$ cat src/rtl/mux_bus_seq_pkg.sv
package mux_bus_seq_pkg;

    typedef enum logic [2:0] {
        ST_IDLE,
        ST_ALE,
        ST_ALOW,
        ST_STRB,
        ST_HOLD
    } seq_state_t;

endpackage

$ cat src/rtl/mux_bus_seq_wait.sv
module mux_bus_seq_wait #(
    parameter int WSW = 2
) (
    input  logic           clk,
    input  logic           rst_n,
    input  logic           load,
    input  logic [WSW-1:0] ws,
    input  logic           step,
    output logic           at_zero
);
    localparam int CW = WSW + 1;

    logic [CW-1:0] cnt;

    always_ff @(posedge clk or negedge rst_n) begin
        if (!rst_n) begin
            cnt <= '0;
        end else if (load) begin
            cnt <= {ws, 1'b0};
        end else if (step && cnt != '0) begin
            cnt <= cnt - 1'b1;
        end
    end

    assign at_zero = (cnt == '0);

endmodule

$ cat src/rtl/mux_bus_seq.sv
module mux_bus_seq
    import mux_bus_seq_pkg::*;
#(
    parameter int BW  = 16,
    parameter int WSW = 2
) (
    input  logic              clk,
    input  logic              rst_n,
    input  logic              req_valid,
    input  logic              req_write,
    input  logic [BW-1:0]     req_addr,
    input  logic              req_bhe,
    input  logic [BW-1:0]     req_wdata,
    input  logic              req_inst,
    input  logic [WSW-1:0]    wait_states,
    input  logic              bus_is16,
    input  logic [BW-1:0]     bus_in,
    output logic              busy,
    output logic              done,
    output logic [BW-1:0]     rd_data,
    output logic              ale,
    output logic              rd_n,
    output logic              wr_n,
    output logic              bhe_n,
    output logic              inst,
    output logic [BW/2-1:0]   addr_hi,
    output logic [BW-1:0]     bus_out,
    output logic              bus_oe
);
    localparam int HB = BW / 2;

    seq_state_t       state, nxt;
    logic             accept;
    logic             wait_zero;
    logic             r_write, r_bhe, r_inst, r_wide;
    logic [BW-1:0]    r_addr, r_wdata;
    logic [WSW-1:0]   r_ws;
    logic [BW-1:0]    wdata_lane;

    assign accept = req_valid && (state == ST_IDLE || state == ST_HOLD);

    mux_bus_seq_wait #(.WSW(WSW)) u_wait (
        .clk     (clk),
        .rst_n   (rst_n),
        .load    (state == ST_ALOW),
        .ws      (r_ws),
        .step    (state == ST_STRB),
        .at_zero (wait_zero)
    );

    // next-state logic
    always_comb begin
        nxt = state;
        unique case (state)
            ST_IDLE: nxt = accept ? ST_ALE : ST_IDLE;
            ST_ALE:  nxt = ST_ALOW;
            ST_ALOW: nxt = ST_STRB;
            ST_STRB: nxt = wait_zero ? ST_HOLD : ST_STRB;
            ST_HOLD: nxt = accept ? ST_ALE : ST_IDLE;
            default: nxt = ST_IDLE;
        endcase
    end

    // state register and cycle registers
    always_ff @(posedge clk or negedge rst_n) begin
        if (!rst_n) begin
            state   <= ST_IDLE;
            r_write <= 1'b0;
            r_bhe   <= 1'b0;
            r_inst  <= 1'b0;
            r_wide  <= 1'b1;
            r_addr  <= '0;
            r_wdata <= '0;
            r_ws    <= '0;
            rd_data <= '0;
        end else begin
            state <= nxt;
            if (accept) begin
                r_write <= req_write;
                r_bhe   <= req_bhe;
                r_inst  <= req_inst;
                r_addr  <= req_addr;
                r_wdata <= req_wdata;
                r_ws    <= wait_states;
            end
            if (state == ST_ALOW) begin
                r_wide <= bus_is16;
            end
            if (state == ST_STRB && wait_zero && !r_write) begin
                rd_data <= r_wide ? bus_in : {{HB{1'b0}}, bus_in[HB-1:0]};
            end
        end
    end

    assign wdata_lane = r_wide ? r_wdata : {{HB{1'b0}}, r_wdata[HB-1:0]};

    // output decode
    always_comb begin
        ale     = 1'b0;
        rd_n    = 1'b1;
        wr_n    = 1'b1;
        bhe_n   = 1'b1;
        inst    = 1'b0;
        addr_hi = '0;
        bus_out = '0;
        bus_oe  = 1'b0;
        busy    = 1'b0;
        done    = 1'b0;
        unique case (state)
            ST_IDLE: begin
            end
            ST_ALE, ST_ALOW: begin
                ale     = (state == ST_ALE);
                bhe_n   = ~r_bhe;
                inst    = r_inst;
                addr_hi = r_addr[BW-1:HB];
                bus_out = r_addr;
                bus_oe  = 1'b1;
                busy    = 1'b1;
            end
            ST_STRB, ST_HOLD: begin
                rd_n    = !(state == ST_STRB && !r_write);
                wr_n    = !(state == ST_STRB &&  r_write);
                bhe_n   = ~r_bhe;
                inst    = r_inst;
                addr_hi = r_wide ? '0 : r_addr[BW-1:HB];
                bus_out = r_write ? wdata_lane : '0;
                bus_oe  = r_write;
                busy    = (state == ST_STRB);
                done    = (state == ST_HOLD);
            end
            default: begin
            end
        endcase
    end

    // never drive the shared lines while the read strobe is low
    a_r5_no_drive_in_read: assert property (@(posedge clk) disable iff (!rst_n)
        !rd_n |-> !bus_oe);

    // strobes mutually exclusive
    a_r11_one_strobe: assert property (@(posedge clk) disable iff (!rst_n)
        !(!rd_n && !wr_n));

    // latch enable lasts a single tick
    a_r2_ale_one_tick: assert property (@(posedge clk) disable iff (!rst_n)
        ale |=> !ale);

    // strobe falls two ticks after the latch enable rises
    a_r3_strobe_after_ale: assert property (@(posedge clk) disable iff (!rst_n)
        ale |=> ##1 (!rd_n || !wr_n));

    // done is a single tick and never overlaps busy
    a_r4_done_single: assert property (@(posedge clk) disable iff (!rst_n)
        done |-> (!busy && rd_n && wr_n));

    a_r4_done_pulse: assert property (@(posedge clk) disable iff (!rst_n)
        done |=> !done);

endmodule

$ cat config.mk
export PLATFORM = sky130hd
export DESIGN_NAME = mux_bus_seq
export DESIGN_NICKNAME = d
export VERILOG_FILES = /design/src/rtl/mux_bus_seq_pkg.sv /design/src/rtl/mux_bus_seq_wait.sv /design/src/rtl/mux_bus_seq.sv
export SDC_FILE = /design/constraint.sdc
export NUM_CORES = 1
export LEC_CHECK = 0
export ABC_AREA = 1
export CORE_MARGIN = 4
export CORE_UTILIZATION = 48
export DETAILED_ROUTE_END_ITERATION = 7
export HOLD_SLACK_MARGIN = 0.02
export PLACE_DENSITY = 0.86
export SYNTH_ARGS = -nofsm -noshare
export SYNTH_HDL_FRONTEND = slang
export SYNTH_SLANG_ARGS = --single-unit
$ cat constraint.sdc
create_clock -name clk -period 3.36 [get_ports clk]
set_input_delay 0.672 -clock clk [delete_from_list [all_inputs] [get_ports clk]]
set_output_delay 0.672 -clock clk [all_outputs]
set_load 0.005 [all_outputs]
# [After elaboration in Yosys (flattened, before gate mapping)]
# Index checks and enable logic that the tools add are counted.
[totals] ff_bits=60 latch_bits=0 ram_bits=0 rom_bits=0 in_bits=57 out_inout_bits=48 n_memories=0
[op_classes] add_sub_neg=1 n_mul=0 div_mod_pow=0 order_cmp=0 eq_ne=4 shift=0 mux=19 bitwise_logic=1 n_reduce_logical=18
[op_table] op="$mux 16" count=3
[op_table] op="$pmux 16 s2" count=1
[op_table] op="$pmux 8 s2" count=1
[op_table] op="$pmux 3 s4" count=1
[op_table] op="$mux 3" count=3
[op_table] op="$mux 8" count=1
[op_table] op="$mux 1" count=7
[op_table] op="$eq 3x2->1 const B" count=2
[op_table] op="$logic_and 1x1->1" count=6
[op_table] op="$logic_not 3->1" count=2
[op_table] op="$reduce_or 2->1" count=3
[op_table] op="$pmux 1 s2" count=2
[op_table] op="$reduce_or 4->1" count=1
[op_table] op="$eq 3x1->1 const B" count=1
[op_table] op="$eq 3x3->1 const B" count=1
[op_table] op="$logic_not 1->1" count=3
[op_table] op="$reduce_bool 3->1" count=1
[op_table] op="$sub 3x1->3 const B" count=1
[op_table] op="$reduce_bool 2->1" count=1
[op_table] op="$logic_or 1x1->1" count=1
[op_table] op="$not 1->1" count=1

# [Logic depth before layout (Yosys ltp)]
# Gate-level depths: netlist of run 1.
[logic_depth] depth_word=5 depth_mapped=9 depth_no_buf=9

# [Hierarchy]
# From an unflattened synthesis of run 1, not the netlist that was laid out.
[unflattened] cells_unflattened=421 area_unflattened_um2=3069.2
[modules_own_cells] module="mux_bus_seq" instances=1 cells_per_inst=395 area_per_inst_um2=2880.3 seq_area_each_um2=1427.6
[modules_own_cells] module="mux_bus_seq_wait" instances=1 cells_per_inst=26 area_per_inst_um2=188.9 seq_area_each_um2=75.1

# [Worst setup path before layout of run 1]
# No wires, ideal clock.
[synth_path] kind="register to output" start="reg r_wide" end="out bus_out[13]" t_arrival_ns=1.201 t_required_ns=2.688 path_slack_ns=1.487 stages_incl_launch_ff=5 path_cell_list="dfstp_2 > buf_2 > clkbuf_1 > nand3_1 > o21ai_0"
[synth_between] elab_chain_len=3
[synth_rtl] element="start, declared" line="mux_bus_seq.sv:35" source="logic r_write, r_bhe, r_inst, r_wide;"
[synth_rtl] element="start signal, assigned" line="mux_bus_seq.sv:87" source="r_wide <= bus_is16;"
[synth_rtl] element="$mux 16" line="mux_bus_seq.sv:95" source="assign wdata_lane = r_wide ? r_wdata : {{HB{1'b0}}, r_wdata[HB-1:0]};"
[synth_rtl] element="$mux 16" line="mux_bus_seq.sv:127" source="bus_out = r_write ? wdata_lane : '0;"
[synth_rtl] element="$pmux 16 s2" line="mux_bus_seq.sv:109" source="unique case (state)"
[synth_rtl] element="end, declared" line="mux_bus_seq.sv:27" source="output logic [BW-1:0] bus_out,"
# Every way passes these cells.

# [Worst setup path after layout of run 1]
[layout_path] start="reg state[1]" end="out bus_out[4]"
[layout_between] elab_chain_len=3
[layout_rtl] element="start, declared" line="mux_bus_seq.sv:32" source="seq_state_t state, nxt;"
[layout_rtl] element="start signal, assigned" line="mux_bus_seq.sv:77" source="state <= nxt;"
[layout_rtl] element="$eq 3x3->1 (tied with other cells)" line="mux_bus_seq.sv:109"
[layout_rtl] element="$reduce_or 2->1 (on tied branches)"
[layout_rtl] element="$pmux 16 s2 (*)" line="mux_bus_seq.sv:109"
# Mark *: on every way between the ends. The rest lies on a longest branch, timed or not.

==> results.tsv, run 1 <==
metric	value	unit
status	finished clean	
cts.repair.resized	0	
crit_arrival	2.52	ns
critPathKind	reg -> out	
die_area	7460	um^2
gr-total-overflow	0	
ys_types	27	
vias	2885	
tns	0	ns
routabilityCongestion	0.871	
final_max_slew_viol_count	0	
dp_hpwl	5670	um
p_leak	1.96	nW
cts_max_level	3	
grt_start_max_net_pins	52	
syn_nets	424	
final_cell_mix	nand2_1, clkdlybuf4s50_1, nand3_1, dfrtp_1, o21ai_0	
cts_num_sinks	60	
wire_per_inst	15.3	um
via_per_inst	5.33	
syn_area_per_cell	8.08	um^2
drcViolationCount	0	
cts_buffer_depth	2	
core_area	5960	um^2
crit_slowest_cell	o21ai_2	
syn_inst	365	
drv_cap	0	
die_height	86.4	um
fin_nets	520	
crit_path_cell_trace	nor2_4, o21ai_2, o21ai_0, clkdlybuf4s50_1	
setup_viol	0	
hold_class	reg -> reg	
numCtsBuffers	9	
final_common_cell	nand2_1	
peakVddDrop	0.000515	V
cp_slowest_stage_delay	0.79	ns
ys_warn_count	0	
ctsHoldBuffers	0	
wl	8260	um
fill_cells	499	
cts_setup_buffers	0	
grt_use_total	23.3	%
min_period_over_period	95.1	%
drtPass1Iterations	4	
fin_crit	3.20	ns
diodes	0	
synthesis.area	2950	um^2
hold_viol	0	
fin_worst_skew	0.00569	ns
ys_ff_latch	60	
worst_slew_pin_slew	1.11	ns
ant_nets	0	
power.density	977	nW/um^2
whs	0.472	ns
rows	28	
area_delta_synth_final	39.7	%
relSlewSlack	25.8	%
yosysSeqAreaShare	50.9	%
cp-end-kind	output port	
cts_root_buffer	clkbuf_8	
die_x	86.4	um
cts_tree	done	
clk_latency	0.33	ns
initial_core_util	49.5	%
antenna_found_initial	0	
grt_pass1_vias	2883	
io_pins	105	
critPathMaxFanout	25	
drt_iter0_markers	127	
cp-start-kind	register	
cp.required	2.69	ns
fmax	313	MHz
clk_pin_slew	0.06	ns
rsz0062_at_grt	false	
grt_pass1_wl	13700	um
io_buffers	104	
drive_above_1_share	7.94	%
## layer usage
metal  track usage [%]  wire length, um
met2              38.4             4050
met3              4.94              561
met5                 0                0
met1              30.1             3510
met4              8.92              138
## kinds of logic after synthesis
logic type	Yosys count	share of synthesized area, %
AND/OR/NAND/NOR	230	33.9
AO/OA/AOI/OAI	38	7.68
buffers and inverters	35	6.66
adder cells (fa/ha/maj)	2	0.848
flip-flops	60	50.9
## synth_stat cells
cell      count  area, um^2
inv_1        10        37.5
nand3_4       1        17.5
dfstp_2       1        26.3
ha_1          2        25.0
nor2_2        1        6.26
a21oi_1       2        10.0
nor2_1        5        18.8
buf_6         5        56.3
nor3_1        2        10.0
buf_1         3        11.3
inv_2         1        3.75
nand3_1      59         295
o21a_1        1        7.51
nand3_2       1        10.0
clkinv_1      1        3.75
nand2_4       1        11.3
buf_2         4        20.0
nand4_1       1        6.26
clkbuf_1      5        18.8
o21ai_1      11        55.1
nor2_4        3        33.8
dfrtp_1      59        1480
o21ai_0      15        75.1
nand2_2       2        12.5
buf_4         6        45.0
nand2_1     154         578
o21ai_2       9        78.8
## critical path: cells and delay by family (launching register included)
family          cells  cell delay (ns)
compound gates      2             1.03
buf+inv             1             0.53
flops               1             0.54
simple gates        1             0.08
## power breakdown
group	switching [mW]	total (mW)	leakage, nW	internal (mW)
combinational	1.08	2.11	1.14	1.03
sequential	0.297	1.37	0.738	1.08
clock	0.259	0.545	0.0844	0.286
## registers in the layout, indices dropped and copies added (netlist names)
name and count:
r_addr 16, r_wdata 16, rd_data 16, state 3
u_wait.cnt 3, r_ws 2, r_bhe 1, r_inst 1
r_wide 1, r_write 1
## per-stage QoR
step | setup WS (ns) | power [mW] | std cells | util [%] | cell area (um^2)
after floorplan | 1.49 | 2.46 | 365 | - | 2950
final | 0.165 | 4.03 | 541 | 69.2 | 4120
after CTS | 0.158 | 4.06 | 541 | 69.2 | 4120
after global routing | 0.00498 | 4.37 | 541 | 69.2 | 4120
after global placement | 0.695 | 3.39 | 525 | 66.5 | 3960
after detailed placement | 0.526 | 3.49 | 525 | 66.5 | 3960
## area by class of cell
class	count	area (um^2)	area share, %
timing repair buffer	108	1070	25.9
clock inverter	2	10.0	0.243
clock buffer	14	153	3.70
tap	75	93.8	2.28
inverter	12	45.0	1.09
sequential	60	1500	36.5
multi-input combinational	270	1250	30.4
## final timing paths
kind / start / end / slack [ns] / cells after the start
max: state[1] / bus_out[4] / 0.16 / 4
min: r_addr[4] / r_addr[4] / 0.47 / 2
max reg2reg: state[1] / r_write / 1.31 / 5
min reg2reg: r_addr[4] / r_addr[4] / 0.47 / 2
max in group asynchronous: rst_n / r_wdata[8] / 2.05 / 2
min in group asynchronous: rst_n / rd_data[9] / 0.55 / 1
Note: power is estimated with default switching activity, not from simulation.
==> run 2: changes to the inputs <==
--- a/config.mk
+++ b/config.mk
@@ -8,6 +8,7 @@
 export ABC_AREA = 1
 export CORE_MARGIN = 4
 export CORE_UTILIZATION = 48
+export CTS_CLUSTER_SIZE = 40
 export DETAILED_ROUTE_END_ITERATION = 7
 export HOLD_SLACK_MARGIN = 0.02
 export PLACE_DENSITY = 0.86
==> results of run 2 <==
The final DEF is identical to that of run 1; final timing and power are the same.
==> run 3: changes to the inputs <==
--- a/config.mk
+++ b/config.mk
@@ -7,11 +7,12 @@
 export LEC_CHECK = 0
 export ABC_AREA = 1
 export CORE_MARGIN = 4
-export CORE_UTILIZATION = 48
+export CORE_UTILIZATION = 65
 export CTS_CLUSTER_SIZE = 40
 export DETAILED_ROUTE_END_ITERATION = 7
+export DONT_BUFFER_PORTS = 1
 export HOLD_SLACK_MARGIN = 0.02
-export PLACE_DENSITY = 0.86
+export PLACE_DENSITY = 0.82
 export SYNTH_ARGS = -nofsm -noshare
 export SYNTH_HDL_FRONTEND = slang
 export SYNTH_SLANG_ARGS = --single-unit
==> results.tsv, run 3 (same netlist as run 1, synthesis figures left out) <==
metric	value	unit	change
status	finished clean		unchanged
routabilityCongestion	0.884		was 0.871
clk_pin_slew	0.07	ns	was 0.06 ns
critPathMaxFanout	39		was 25
final_common_cell	nand2_1		unchanged
p_leak	1.57	nW	was 1.96 nW
cp-end-kind	output port		unchanged
core_area	4380	um^2	was 5960 um^2
drv_cap	0		unchanged
diodes	0		unchanged
gr-total-overflow	0		unchanged
reg2reg_slack	1.35	ns	was 1.31 ns
final_area	3110	um^2	was 4120 um^2
rr_worst_depth	5		unchanged
cp-start-kind	register		unchanged
startpoint	state[1]		unchanged
vias	2406		was 2,885
peakVddDrop	0.000564	V	was 0.000515 V
hold_viol	0		unchanged
cp.required	2.69	ns	about the same
cts.repair.resized	0		unchanged
fin_worst_skew	0.00626	ns	was 0.00569 ns
grt_start_max_net_pins	60		was 52
drtPass1Iterations	4		unchanged
drcViolationCount	0		unchanged
die_height	75.4	um	was 86.4 um
io_pins	105		unchanged
ant_nets	0		unchanged
clk_latency	0.34	ns	was 0.33 ns
power.density	1080	nW/um^2	was 977 nW/um^2
final_cell_mix	nand2_1, nand3_1, dfrtp_1		was nand2_1, clkdlybuf4s50_1, nand3_1, dfrtp_1, o21ai_0
cts_tree	done		unchanged
relSlewSlack	50.7	%	was 25.8%
fin_crit	2.61	ns	was 3.20 ns
route.met2.wl	3250	um	was 4050 um
dpl-instance-area	2880	um^2	was 3960 um^2
r2r-start	state[1]		unchanged
initial_core_util	67.3	%	was 49.5%
rsz0062_at_grt	false		unchanged
numCtsBuffers	9		unchanged
drt_iter0_markers	108		was 127
rows	24		was 28
grt_use_total	24.5	%	was 23.3%
cts_setup_buffers	0		unchanged
fin_nets	415		was 520
largestRegisters	r_addr x16, r_wdata x16, rd_data x16		unchanged
antenna_found_initial	0		unchanged
area_delta_synth_final	5.43	%	was 39.7%
wl_met1	2730	um	was 3510 um
setup_viol	0		unchanged
cts_max_level	3		unchanged
cts_num_sinks	60		unchanged
die_area	5680	um^2	was 7460 um^2
grt_pass1_vias	2278		was 2,883
worst_slew_pin_slew	0.737	ns	was 1.11 ns
via_per_inst	5.83		was 5.33
ctsHoldBuffers	1		was 0
cts_buffer_depth	2		unchanged
fmax	383	MHz	was 313 MHz
setup_slack	0.751	ns	was 0.165 ns
grt_pass1_wl	10300	um	was 13,700 um
rr_endpoint	r_wdata[12]		was r_write
min_period_over_period	77.6	%	was 95.1%
die_x	75.4	um	was 86.4 um
io_buffers	0		was 104
wire_per_inst	16.5	um	was 15.3 um
tns	0	ns	unchanged
final_max_slew_viol_count	0		unchanged
drive_above_1_share	10.2	%	was 7.94%
highest_layer	met4		unchanged
hold_class	in -> async		was reg -> reg
pre_cts_slack	1.15	ns	was 0.526 ns
wl_met3	651	um	was 561 um
crit_arrival	1.94	ns	was 2.52 ns
critPathKind	reg -> out		unchanged
whs	0.166	ns	was 0.472 ns
cts_root_buffer	clkbuf_8		unchanged
dp_hpwl	4410	um	was 5670 um
wl	6800	um	was 8260 um
-- run 3: layout make-up --
type	instances	area, um^2
clock buffers	13	159
fillers	379	1270
flip-flops and latches	60	1500
well taps	52	65.1
multi-input cells	270	1250
clock inverters	3	45.0
inverters	12	45.0
repair buffers	3	42.5
-- run 3: worst max-delay path by stage --
| stage | end |
|---|---|
| 3_3_place_gp | bus_out[15] |
| 2_1_floorplan | bus_out[13] |
| 5_1_grt | addr_hi[7] |
| 6_report | addr_hi[7] |
| 4_1_cts | addr_hi[7] |
| 3_5_place_dp | addr_hi[7] |
-- run 3: routing by layer --
metal  track usage, %  vias up
met3             7.26       14
li1                 -     1161
met2             38.7       99
met4             12.4        0
met5                0        -
met1             30.7     1132
-- run 3: power by group --
part / leakage [nW] / switching [mW] / internal (mW)
clock: 0.0959 / 0.288 / 0.384
sequential: 0.738 / 0.307 / 1.08
combinational: 0.739 / 0.890 / 0.413
-- run 3: critical path: stages (launching register included) --
cell	delay, ns
dfrtp_1	0.53
nor2_4	0.05
buf_4	0.27
nor2_4	0.40
nand2_1	0.16
o21ai_1	0.17
-- run 3: per-stage QoR --
stage	util, %	power, mW	instances
floorplan	-	2.46	365
finish	70.9	3.36	413
global route	70.9	3.64	413
global placement	65.7	2.63	396
detailed placement	65.7	2.68	396
CTS	70.9	3.38	413
